[src/rtl/flash_line_buf.sv]
module flash_line_buf #(
  parameter int NPORT      = 3,
  parameter int ADDR_W     = 20,
  parameter int INTERLEAVE = 1,
  localparam int LINE_W = (INTERLEAVE != 0) ? 256 : 128,
  localparam int WORDS  = LINE_W / 32,
  localparam int ECC_W  = LINE_W / 8,
  localparam int EPW    = ECC_W / WORDS,
  localparam int OFF_W  = $clog2(WORDS),
  localparam int TAG_W  = ADDR_W - OFF_W
) (
  input  logic                    clk,
  input  logic                    rst_n,
  input  logic                    buf_en,
  input  logic                    flush,
  input  logic [NPORT-1:0]        req_valid,
  input  logic [NPORT*ADDR_W-1:0] req_addr,
  output logic [NPORT-1:0]        req_ready,
  output logic [NPORT-1:0]        rsp_valid,
  output logic [NPORT*32-1:0]     rsp_data,
  output logic [NPORT*EPW-1:0]    rsp_ecc,
  output logic [NPORT*ADDR_W-1:0] rsp_addr,
  output logic                    bank_req,
  output logic [TAG_W-1:0]        bank_addr,
  input  logic                    bank_rvalid,
  input  logic [LINE_W-1:0]       bank_rdata,
  input  logic [ECC_W-1:0]        bank_recc
);
  localparam int PID_W = (NPORT > 1) ? $clog2(NPORT) : 1;

  logic [LINE_W-1:0] line_q;
  logic [ECC_W-1:0]  ecc_q;
  logic [TAG_W-1:0]  tag_q, fetch_tag_q;
  logic              valid_q, busy_q, flush_pend_q;
  logic [PID_W-1:0]  owner_q, sel;
  logic              found;
  logic [NPORT-1:0]  hit, miss;
  logic [ADDR_W-1:0] addr_a [NPORT];

  wire fill_done = busy_q & bank_rvalid;

  for (genvar i = 0; i < NPORT; i++) begin : g_port
    wire [OFF_W-1:0] off   = addr_a[i][OFF_W-1:0];
    wire             fwd   = fill_done & (owner_q == PID_W'(i));
    assign addr_a[i] = req_addr[i*ADDR_W +: ADDR_W];
    assign hit[i]    = buf_en & valid_q & (addr_a[i][ADDR_W-1:OFF_W] == tag_q);
    assign miss[i]   = req_valid[i] & ~hit[i];
    assign rsp_valid[i] = req_valid[i] & (hit[i] | fwd);
    assign req_ready[i] = rsp_valid[i];
    assign rsp_data[i*32 +: 32]   = hit[i] ? line_q[32*off +: 32] : bank_rdata[32*off +: 32];
    assign rsp_ecc[i*EPW +: EPW]  = hit[i] ? ecc_q[EPW*off +: EPW] : bank_recc[EPW*off +: EPW];
    assign rsp_addr[i*ADDR_W +: ADDR_W] = addr_a[i];
  end

  always_comb begin
    sel   = '0;
    found = 1'b0;
    for (int i = 0; i < NPORT; i++)
      if (miss[i] && !found) begin
        sel   = PID_W'(i);
        found = 1'b1;
      end
  end

  assign bank_req  = ~busy_q & found;
  assign bank_addr = addr_a[sel][ADDR_W-1:OFF_W];

  always_ff @(posedge clk or negedge rst_n) begin
    if (!rst_n) begin
      line_q       <= '0;
      ecc_q        <= '0;
      tag_q        <= '0;
      fetch_tag_q  <= '0;
      valid_q      <= 1'b0;
      busy_q       <= 1'b0;
      flush_pend_q <= 1'b0;
      owner_q      <= '0;
    end else begin
      if (bank_req) begin
        busy_q       <= 1'b1;
        owner_q      <= sel;
        fetch_tag_q  <= bank_addr;
        flush_pend_q <= 1'b0;
      end else if (fill_done) begin
        busy_q <= 1'b0;
      end
      if (busy_q && flush) flush_pend_q <= 1'b1;
      if (fill_done && buf_en) begin
        line_q <= bank_rdata;
        ecc_q  <= bank_recc;
        tag_q  <= fetch_tag_q;
      end
      if (flush) valid_q <= 1'b0;
      else if (fill_done && buf_en) valid_q <= ~flush_pend_q;
    end
  end

  AST_ONE_FETCH: assert property (@(posedge clk) disable iff (!rst_n)
    busy_q |-> !bank_req);
  AST_FILL_SETS_VALID: assert property (@(posedge clk) disable iff (!rst_n)
    fill_done && buf_en && !flush && !flush_pend_q |=> valid_q && tag_q == $past(fetch_tag_q));
  AST_FLUSH_CLEARS: assert property (@(posedge clk) disable iff (!rst_n)
    flush |=> !valid_q);
  AST_VALID_HOLDS: assert property (@(posedge clk) disable iff (!rst_n)
    valid_q && !flush |=> valid_q);
  AST_FLUSH_IN_FILL: assert property (@(posedge clk) disable iff (!rst_n)
    fill_done && flush_pend_q |=> !valid_q);
  AST_NO_HIT_DISABLED: assert property (@(posedge clk) disable iff (!rst_n)
    !buf_en && !fill_done |-> rsp_valid == '0);
  AST_RSP_NEEDS_REQ: assert property (@(posedge clk) disable iff (!rst_n)
    (rsp_valid & ~req_valid) == '0);
endmodule

[config.mk]
export PLATFORM = sky130hd
export DESIGN_NAME = flash_line_buf
export DESIGN_NICKNAME = d
export VERILOG_FILES = /design/src/rtl/flash_line_buf.sv
export SDC_FILE = /design/constraint.sdc
export NUM_CORES = 1
export LEC_CHECK = 0
export BUFFER_PORTS_ARGS = -buffer_cell sky130_fd_sc_hd__buf_4
export CAP_MARGIN = 20
export CORE_MARGIN = 10
export CORE_UTILIZATION = 35
export DETAILED_ROUTE_END_ITERATION = 12
export GPL_TIMING_DRIVEN = 0
export SYNTH_ARGS = -nofsm -noshare
export SYNTH_HDL_FRONTEND = slang
export SYNTH_SLANG_ARGS = --single-unit
[constraint.sdc]
create_clock -name clk -period 3.8 [get_ports clk]
set_input_delay 0 -clock clk [delete_from_list [all_inputs] [get_ports clk]]
set_output_delay 0 -clock clk [all_outputs]
set_load 0.05 [all_outputs]
== Word-level counts from Yosys, hierarchy flattened ==
Cells that the tools add are included.
Word-level totals
  bits in registers: 327
  bits in latches: 0
  RAM bits: 0
  memory bits (read-only): 0
  output and inout bits: 192
  logic and storage cells: 80
  memories: 0
Operators by class
  add/sub/neg operators: 0
  $mul: 0
  divide/modulo/power cells: 0
  magnitude comparators: 1
  eq/ne operators: 5
  shift-type cells: 12
  mux-type cells: 20
  bitwise gates (word level): 24
  reductions and logical operators: 10
Operators with widths (count)
  $shiftx A256 B9 Y32: 6
  $shiftx A32 B6 Y4: 6
  $mux W32: 3
  $eq A17 B17 Y1: 3
  $bmux W20 S2: 1
  $mux W20: 2
  $and A1 B1 Y1: 15
  $mux W4: 3
  $mux W1: 10
  $reduce_bool A2 Y1: 3
  $not A1 Y1: 5
  $logic_and A1 B1 Y1: 4
  $ge A3 B3 Y1 const B: 1
  $not A2 Y3: 1
  $or A1 B1 Y1: 3
  $eq A2 B1 Y1 const B: 1
  $eq A2 B2 Y1 const B: 1
  $logic_not A1 Y1: 2
  $logic_not A2 Y1: 1
  $mux W2: 1

== Logic depth before layout (Yosys ltp) ==
Gate-level depths: netlist (run 1).
  depth in word-level cells: 15
  depth in mapped cells: 11
  mapped depth without buffers: 7

== Worst setup path before layout (run 1) ==
OpenSTA, ideal clock, no wires.
  kind: flip-flop to output port
  start point: register tag_q[10]
  end point: output port rsp_data[2]
  data arrival time: 3.003 ns
  data required time: 3.800 ns
  path slack: 0.797 ns
  cell stages (with the launch flop): 12
  buffers on the path: 4
  path through: dfrtp_1 xor2_1 nor4_1 and3_1 buf_2 buf_4 buf_2 buf_4 nand3_1 a21oi_1 o32ai_1 nor3_1
On the way
  longest elaborated chain between the ends: 3
Ends and longest elaborated chain
  start, declared: line 33  | logic [TAG_W-1:0] tag_q, fetch_tag_q;
  start signal, assigned: line 91  | tag_q <= fetch_tag_q;
  $eq A17 B17 Y1: line 46  | assign hit[i] = buf_en & valid_q & (addr_a[i][ADDR_W-1:OFF_W] == tag_q);
  $and A1 B1 Y1: line 46
  $mux W32: line 50  | assign rsp_data[i*32 +: 32] = hit[i] ? line_q[32*off +: 32] : bank_rdata[32*off +: 32];
  end, declared: line 20  | output logic [NPORT*32-1:0] rsp_data,
Every way passes these cells.

== Worst setup path after layout (run 1) ==
  start point: register tag_q[10]
  end point: output port rsp_data[0]
The elaborated chain is that of the path after synthesis.

==> results.py, run 1 <==
metrics = {
    "run_status": {
        "status": "finished with violations",
        "failed_checks": "negative hold slack, negative setup slack",
    },
    "layout": {
        "finalNetCount": 3563,
        "layout_commonest_cell": "buf_4",
        "syn2layout_area_growth_pct": 39.4,
        "fillers": 6948,
        "fin_cells": 4299,
        "drive_gt1_share_pct": 45.1,
        "final_cell_mix": "648 x buf_4, 327 x dfrtp_1, 321 x mux2_2",
        "stdcell_area_um2": 37900,
    },
    "worst_setup_path": {
        "rrSetupSlack_ns": 0.22,
        "critPathLaunchType": "flip-flop",
        "crit-reg2reg-launch": "busy_q",
        "cp_max_fo": 10,
        "reg2reg_depth": 6,
        "end_kind": "primary output",
        "crit_required_ns": 3.80,
        "r2r-end": "line_q[62]",
        "arrival_ns": 3.85,
        "critical_path_class": "reg2out",
        "cp-endpoint": "rsp_data[0]",
        "setup.worst_path.start": "tag_q[10]",
    },
    "timing": {
        "fin_hold_ws_ns": -0.0364,
        "fin_crit_ns": 3.85,
        "grt_setup_unrepaired": "yes",
        "setup_viol": 2,
        "maxSlewHeadroom_pct": 9.47,
        "tightestPinTransition_ns": 1.36,
        "layout_setup_ws_ns": -0.0478,
        "drv_slew": 0,
        "fmax_mhz": 260,
        "finalHoldViolations": 5,
        "skew_ns": 0.0309,
        "fin_crit_sh_pct": 101,
    },
    "logic_synthesis": {
        "async_reset_ff_share_pct": 100,
        "synth_ff_type": "dfrtp_1",
        "avgSynthCellArea_um2": 11.9,
        "yosysSeqAreaShare_pct": 30.1,
        "synthDistinctLibCells": 54,
        "netlist_area_um2": 27200,
        "syn-num-nets": 2646,
        "yosys_warnings": 0,
        "syn_inst": 2290,
        "synth-edff-count": 0,
        "synth-seq-cells": 327,
    },
    "die": {
        "core-area_um2": 77200,
        "num_rows": 102,
        "initial_core_util_pct": 35.2,
        "die-area_um2": 89200,
        "die_y_um": 299,
        "die_width_um": 299,
        "io-pin-count": 548,
    },
    "drt": {
        "antenna_left": 0,
        "drt_first_iter_violations": 4196,
        "drc_errors": 0,
        "vias_per_cell": 6.79,
        "wire_per_inst_um": 38.5,
        "vias": 29192,
        "wl_um": 166000,
        "dr.pass1.iters": 8,
    },
    "power_and_ir_drop": {
        "p_leak_uw": 0.0159,
        "ir_drop_mv": 0.319,
        "cellPowerDensity_nw_per_um2": 388,
    },
    "clocking": {
        "clk_latency_ns": 0.61,
        "cts_tree": "yes",
        "cts.htree.levels": 2,
        "clk_pin_slew_ns": 0.05,
        "clock-sinks": 327,
        "root_buffer": "clkbuf_16",
        "cts_buffers": 45,
        "clockBufferDepth": 3,
    },
    "grt": {
        "grt_pass1_vias": 30127,
        "use_met2_pct": 55.0,
        "grt_pass1_wl_um": 228000,
        "track_usage_pct": 35.5,
        "grt_util_met1_pct": 40.5,
        "grt_max_degree": 101,
        "gr-total-overflow": 0,
        "antenna_found_initial": 27,
        "busiest_layer": "met2",
        "use_met3_pct": 13.8,
    },
    "place": {
        "dp_hpwl_um": 120000,
        "placedInstanceArea_um2": 33000,
        "finalWeightedCongestion": 0.978,
        "dp_slack_ns": -0.0884,
        "io_buffers": 544,
        "post-place-cells": 3897,
    },
    "worst_hold_path": {
        "hp-class": "in2async",
    },
    "job": {
        "maxCapViolations": 0,
    },
}
[area by class of cell]
cell class                 count  area (um2)  area share, %
multi-input combinational   1646       17600           46.4
inverter                      10        37.5         0.0990
tap                         1040        1300           3.43
clock inverter                 8         104          0.274
sequential                   327        8180           21.6
clock buffer                  70        1380           3.64
antenna                       21        52.6          0.139
timing repair buffer         870        7550           19.9
buffer                       307        1700           4.49
[where the power goes]
part | switching (uW) | total (uW) | leakage, uW | internal [uW]
clock | 1850 | 4470 | 0.000730 | 2620
combinational | 2700 | 5170 | 0.0114 | 2470
sequential | 804 | 5050 | 0.00385 | 4250
total | 5350 | 14700 | 0.0159 | 9340
[Yosys cell counts, drive strengths merged, types with 13 or more instances]
library cell / number / area, um2
mux2i: 107 / 1070
clkbuf: 142 / 533
a221oi: 37 / 324
nand4: 51 / 340
o211ai: 70 / 526
mux2: 336 / 3780
nand3: 26 / 130
xor2: 20 / 175
a32oi: 38 / 400
xnor2: 31 / 272
nand2: 158 / 593
a211oi: 28 / 210
a21oi: 27 / 150
nor3: 18 / 90.1
and4: 21 / 184
a21boi: 18 / 135
a31oi: 13 / 81.3
dfrtp: 327 / 8180
o21ai: 77 / 397
mux4: 288 / 6490
buf: 165 / 1030
and3b: 17 / 149
nor2b: 13 / 81.3
a22oi: 198 / 1490
[how the worst min path moves through the flow]
stage,slack (ns),cells past startpoint,end
after global routing,0.02,4,fetch_tag_q[2]
after floorplan,-0.30,0,busy_q
after global placement,0.17,2,valid_q
final,-0.04,2,line_q[143]
after detailed placement,0.03,1,line_q[143]
after CTS,0.005,2,line_q[143]
[logic make-up (layout without fill, tap and decap cells)]
group / after synthesis / count (layout) / share of synthesized area [%]
multiplexers: 731 / 731 / 41.7
AO/OA/AOI/OAI: 525 / 525 / 14.2
AND/OR/NAND/NOR: 339 / 339 / 6.51
flip-flops: 327 / 327 / 30.1
buffers and inverters: 317 / 1265 / 5.88
XOR/XNOR: 51 / 51 / 1.64
other: 0 / 21 / 0
[state kept, by name, indices dropped and copies added, names as in the netlist]
name          count
busy_q            1
ecc_q            32
fetch_tag_q      17
flush_pend_q      1
line_q          256
owner_q           2
tag_q            17
valid_q           1
[layer usage]
metal	vias to the layer above	part of all wire, %
met2	2703	45
met3	763	14
li1	11086	-
met5	-	0.068
met1	14622	34
met4	18	7.7
[per-stage QoR]
stage | hold WS, ns | utilization [%] | TNS, ns | power (uW)
after CTS | 0.00521 | 48.8 | 0 | 14500
final | -0.0364 | 49.1 | -0.0645 | 14700
after floorplan | -0.296 | - | 0 | 7810
after detailed placement | 0.0279 | 42.7 | -0.0884 | 9760
after global placement | 0.166 | 42.2 | -243.13 | 9550
after global routing | 0.0230 | 49.0 | -0.0325 | 15000
[critical path, stage by stage (launching register included)]
cell and delay [ns]:
dfrtp_1 0.43, xor2_1 0.36, nor4_2 0.11, and3_1 0.18
clkbuf_4 0.19, nand2_1 0.17, buf_2 0.33, buf_4 0.40
nand2_1 0.10, a32oi_1 0.28, and4_2 0.43, buf_4 0.25
[repair_timing]
action,CTS,global route
gates resized for setup,64,52
hold endpoints to repair,461,0
pin swaps,2,8
buffers inserted,1,1
hold buffers,294,0
endpoints found under the setup margin,104,73
Note: power is estimated with default switching activity, not from simulation.
==> run 2: changes to the inputs <==
--- a/config.mk
+++ b/config.mk
@@ -7,10 +7,12 @@
 export LEC_CHECK = 0
 export BUFFER_PORTS_ARGS = -buffer_cell sky130_fd_sc_hd__buf_4
 export CAP_MARGIN = 20
+export CORE_ASPECT_RATIO = 0.6
 export CORE_MARGIN = 10
-export CORE_UTILIZATION = 35
+export CORE_UTILIZATION = 60
 export DETAILED_ROUTE_END_ITERATION = 12
 export GPL_TIMING_DRIVEN = 0
+export PLACE_DENSITY = 0.86
 export SYNTH_ARGS = -nofsm -noshare
 export SYNTH_HDL_FRONTEND = slang
 export SYNTH_SLANG_ARGS = --single-unit
==> run 2 against run 1 <==
Net effect:
- the flow now stops in global routing (5_1_grt)
- synthesized cell count unchanged
- synthesized area unchanged
==> results.py, run 2 <==
metrics = {
    "logic_synthesis": {
        "yosys_warnings": 0,
        "synthXorXnorAreaFrac_pct": 1.64,
        "syn_inst": 2290,
        "synth_compound_area_share_pct": 14.2,
        "yosys.area_share.simple_pct": 6.51,
        "synth_top_family_by_area": "multiplexers",
        "async_reset_ff_share_pct": 100,
        "yosysSeqAreaShare_pct": 30.1,
        "yosys-top-cells-count": "327 x dfrtp_1, 321 x mux2_2, 288 x mux4_2",
        "synth-seq-cells": 327,
        "avgSynthCellArea_um2": 11.9,
        "synth.area.mux_share_pct": 41.7,
        "synth-edff-count": 0,
        "synth_area_leaders": "dfrtp_1 30%, mux4_2 24%, mux2_2 13%",
        "synth.most_common_cell": "dfrtp_1",
        "synth_ff_type": "dfrtp_1",
        "synth_top_cell_by_area": "dfrtp_1",
        "netlist_area_um2": 27200,
        "synth_fa_ha_area_share_pct": 0,
        "syn-num-nets": 2646,
        "synth.top_cell.area_share_pct": 30.1,
        "synthDistinctLibCells": 54,
    },
    "die": {
        "io-pin-count": 548,
        "die_y_um": 185,
        "die_width_um": 295,
        "num_rows": 60,
        "initial_core_util_pct": 60.7,
    },
    "place": {
        "io_buffers": 544,
        "finalWeightedCongestion": 1.14,
        "dp_hpwl_um": 120000,
        "placedInstanceArea_um2": 32100,
    },
    "grt": {
        "gr-total-overflow": 66,
        "track_usage_pct": 77.3,
        "antenna_found_initial": 43,
        "grt_max_degree": 114,
    },
    "clocking": {
        "clock-sinks": 327,
        "cts_buffers": 35,
        "root_buffer": "clkbuf_16",
        "clockBufferDepth": 3,
        "cts.htree.levels": 2,
    },
    "run_status": {
        "failed_stage": "global routing (5_1_grt)",
        "error": "[ERROR GRT-0232] Routing congestion too high. Check the congestion heatmap in the GUI.",
        "status": "did not finish",
    },
    "timing": {
        "crit_endpoint": "rsp_data[38]",
        "worstEpCategory": "top-level output",
    },
}
## run 2: cell counts after synthesis
No cell type changed its count.
## run 2: cell families after synthesis
family | after synthesis
flops | 327
buf+inv | 317
simple gates | 339
xor+xnor | 51
compound gates | 525
mux | 731
## run 2: what timing repair did
item	CTS
pin swaps	25
endpoints found under the setup margin	127
hold buffers	292
resized for setup	168
endpoints found under the hold margin	395
buffers inserted	4
## run 2: through the flow
| step | util [%] | TNS [ns] | std cells | setup slack, ns |
|---|---|---|---|---|
| 2_1_floorplan | - | 0 | 2290 | 0.797 |
| 3_3_place_gp | 71.4 | -162.88 | 3423 | -0.536 |
| 3_5_place_dp | 71.6 | -14.76 | 3426 | -0.528 |
| 4_1_cts | 82.4 | -0.0232 | 3781 | -0.0186 |
## run 2: routing by layer
layer / GRT overflow / GRT usage, %
met5: 0 / 52.7
met4: 26 / 68.0
met3: 8 / 75.3
met2: 29 / 88.9
met1: 3 / 74.5
==> run 3: changes to the inputs <==
--- a/config.mk
+++ b/config.mk
@@ -7,12 +7,11 @@
 export LEC_CHECK = 0
 export BUFFER_PORTS_ARGS = -buffer_cell sky130_fd_sc_hd__buf_4
 export CAP_MARGIN = 20
-export CORE_ASPECT_RATIO = 0.6
 export CORE_MARGIN = 10
-export CORE_UTILIZATION = 60
+export CORE_UTILIZATION = 40
 export DETAILED_ROUTE_END_ITERATION = 12
 export GPL_TIMING_DRIVEN = 0
-export PLACE_DENSITY = 0.86
+export PLACE_DENSITY_LB_ADDON = 0.15
 export SYNTH_ARGS = -nofsm -noshare
 export SYNTH_HDL_FRONTEND = slang
 export SYNTH_SLANG_ARGS = --single-unit
==> run 3 against run 2 <==
Net effect:
- the flow now finishes, with violations (negative hold slack, negative setup slack)
==> results.py, run 3 (same netlist as run 1, synthesis figures left out) <==
metrics = {
    "drt": {
        "vias": 29144,
        "antenna_left": 0,
        "drt_first_iter_violations": 4613,
        "wl_um": 160000,
        "drc_errors": 0,
        "dr.pass1.iters": 8,
        "wire_per_inst_um": 38.7,
        "vias_per_cell": 7.05,
    },
    "clocking": {
        "cts.htree.levels": 2,
        "clk_latency_ns": 0.60,
        "clockBufferDepth": 3,
        "cts_tree": "yes",
        "clk_pin_slew_ns": 0.06,
        "root_buffer": "clkbuf_16",
        "cts_buffers": 43,
        "clock-sinks": 327,
    },
    "place": {
        "placedInstanceArea_um2": 32900,
        "dp_hpwl_um": 115000,
        "finalWeightedCongestion": 0.967,
        "io_buffers": 544,
    },
    "power_and_ir_drop": {
        "pwr-share-clk_pct": 29.4,
        "switchingPower_uw": 5240,
        "seqPwrFrac_pct": 35.0,
        "p_leak_uw": 0.0160,
        "p_int_uw": 9230,
        "swShare_pct": 36.2,
        "ir_drop_mv": 0.337,
        "cellPowerDensity_nw_per_um2": 384,
        "combPwrFrac_pct": 35.6,
    },
    "timing": {
        "finalHoldViolations": 3,
        "fin_crit_ns": 3.83,
        "skew_ns": 0.0128,
        "fmax_mhz": 261,
        "drv_slew": 0,
        "setup_viol": 2,
        "tightestPinTransition_ns": 1.30,
        "fin_hold_ws_ns": -0.0253,
        "maxSlewHeadroom_pct": 13.4,
        "fin_crit_sh_pct": 101,
        "grt_setup_unrepaired": "no",
        "layout_setup_ws_ns": -0.0334,
    },
    "run_status": {
        "status": "finished with violations",
        "failed_checks": "negative hold slack, negative setup slack",
    },
    "die": {
        "die_y_um": 281,
        "die-area_um2": 78800,
        "num_rows": 95,
        "io-pin-count": 548,
        "initial_core_util_pct": 40.4,
        "core-area_um2": 67300,
        "die_width_um": 281,
    },
    "grt": {
        "grt_pass1_wl_um": 220000,
        "gr-total-overflow": 0,
        "antenna_found_initial": 21,
        "grt_pass1_vias": 29391,
        "grt_max_degree": 93,
        "track_usage_pct": 39.2,
    },
    "worst_hold_path": {
        "hp-class": "in2async",
    },
    "worst_setup_path": {
        "cp_max_fo": 10,
        "arrival_ns": 3.83,
        "critPathLaunchType": "flip-flop",
        "critical_path_class": "reg2out",
        "end_kind": "primary output",
        "crit_required_ns": 3.80,
    },
    "layout": {
        "top_register": "line_q",
        "largest_reg_flops": 256,
        "stdcell_area_um2": 37700,
        "top_regs": "line_q (256), ecc_q (32)",
        "finalNetCount": 3574,
        "drive_gt1_share_pct": 44.9,
        "fin_util_pct": 56.0,
        "syn2layout_area_growth_pct": 38.6,
        "final_cell_mix": "641 x buf_4, 327 x dfrtp_1, 321 x mux2_2",
        "layout_commonest_cell": "buf_4",
    },
    "job": {
        "maxCapViolations": 0,
    },
}
run 3: through the flow:
stage	TNS, ns	worst slack (ns)	hold WS (ns)	cells	power, uW
after floorplan	0	0.797	-0.296	2290	7810
after global placement	-262.41	-0.853	0.164	3707	9520
after detailed placement	0	0.0893	0.0406	3739	9730
after CTS	0	0.00933	0.00936	4110	14300
after global routing	0	0.00162	0.0520	4127	14800
final	-0.0485	-0.0334	-0.0253	4133	14500
run 3: cell type report:
type                       instances  area [um2]
fill                            5855       29600
multi-input combinational       1646       17500
sequential                       327        8180
timing repair buffer             883        7730
buffer                           307        1680
clock buffer                      63        1260
tap                              873        1090
clock inverter                    11         133
inverter                          10        37.5
antenna                           13        32.5
run 3: power by group through the flow:
stage	logic [uW]	registers, uW	clock network [uW]
after floorplan	3000	4820	0
after global placement	4540	4980	0
after detailed placement	4680	5050	0
after CTS	5010	5000	4240
after global routing	5300	5140	4390
final	5150	5060	4260
run 3: worst max-delay path, stage by stage (launching register included):
cell and delay [ns]:
dfrtp_1 0.44, xor2_1 0.20, nor4_2 0.38, and3_1 0.22, buf_2 0.23, nand2_1 0.35
buf_4 0.38, mux2i_1 0.15, a32oi_1 0.23, and4_1 0.38, buf_4 0.26
run 3: routing by layer:
layer	up-vias	global-route usage [%]	share of wire, %
li1	11114	-	-
met1	14558	46.6	34
met2	2759	59.1	44
met3	685	15.6	14
met4	28	23.6	6.9
met5	-	0	0.12
run 3: repair_timing:
item | 4_1_cts | 5_1_grt
setup endpoints to repair | 86 | 83
hold endpoints to repair | 374 | 0
gates resized for setup | 46 | 37
pin swaps | 3 | 2
setup buffers | 5 | 0
cloned | 0 | 0
hold buffers | 292 | 0
run 3: final timing paths:
| kind | startpoint | to | slack (ns) | depth (start not counted) |
|---|---|---|---|---|
| worst max-delay path | tag_q[13] | rsp_data[0] | -0.03 | 10 |
| worst min register to register | fetch_tag_q[7] | fetch_tag_q[7] | 0.48 | 1 |
| min in group clk | req_addr[31] | fetch_tag_q[8] | 0.04 | 4 |
| worst max register to register | busy_q | line_q[53] | 0.31 | 6 |
| worst min-delay path | rst_n | line_q[203] | -0.03 | 2 |
| max in group asynchronous | rst_n | tag_q[10] | 2.46 | 4 |
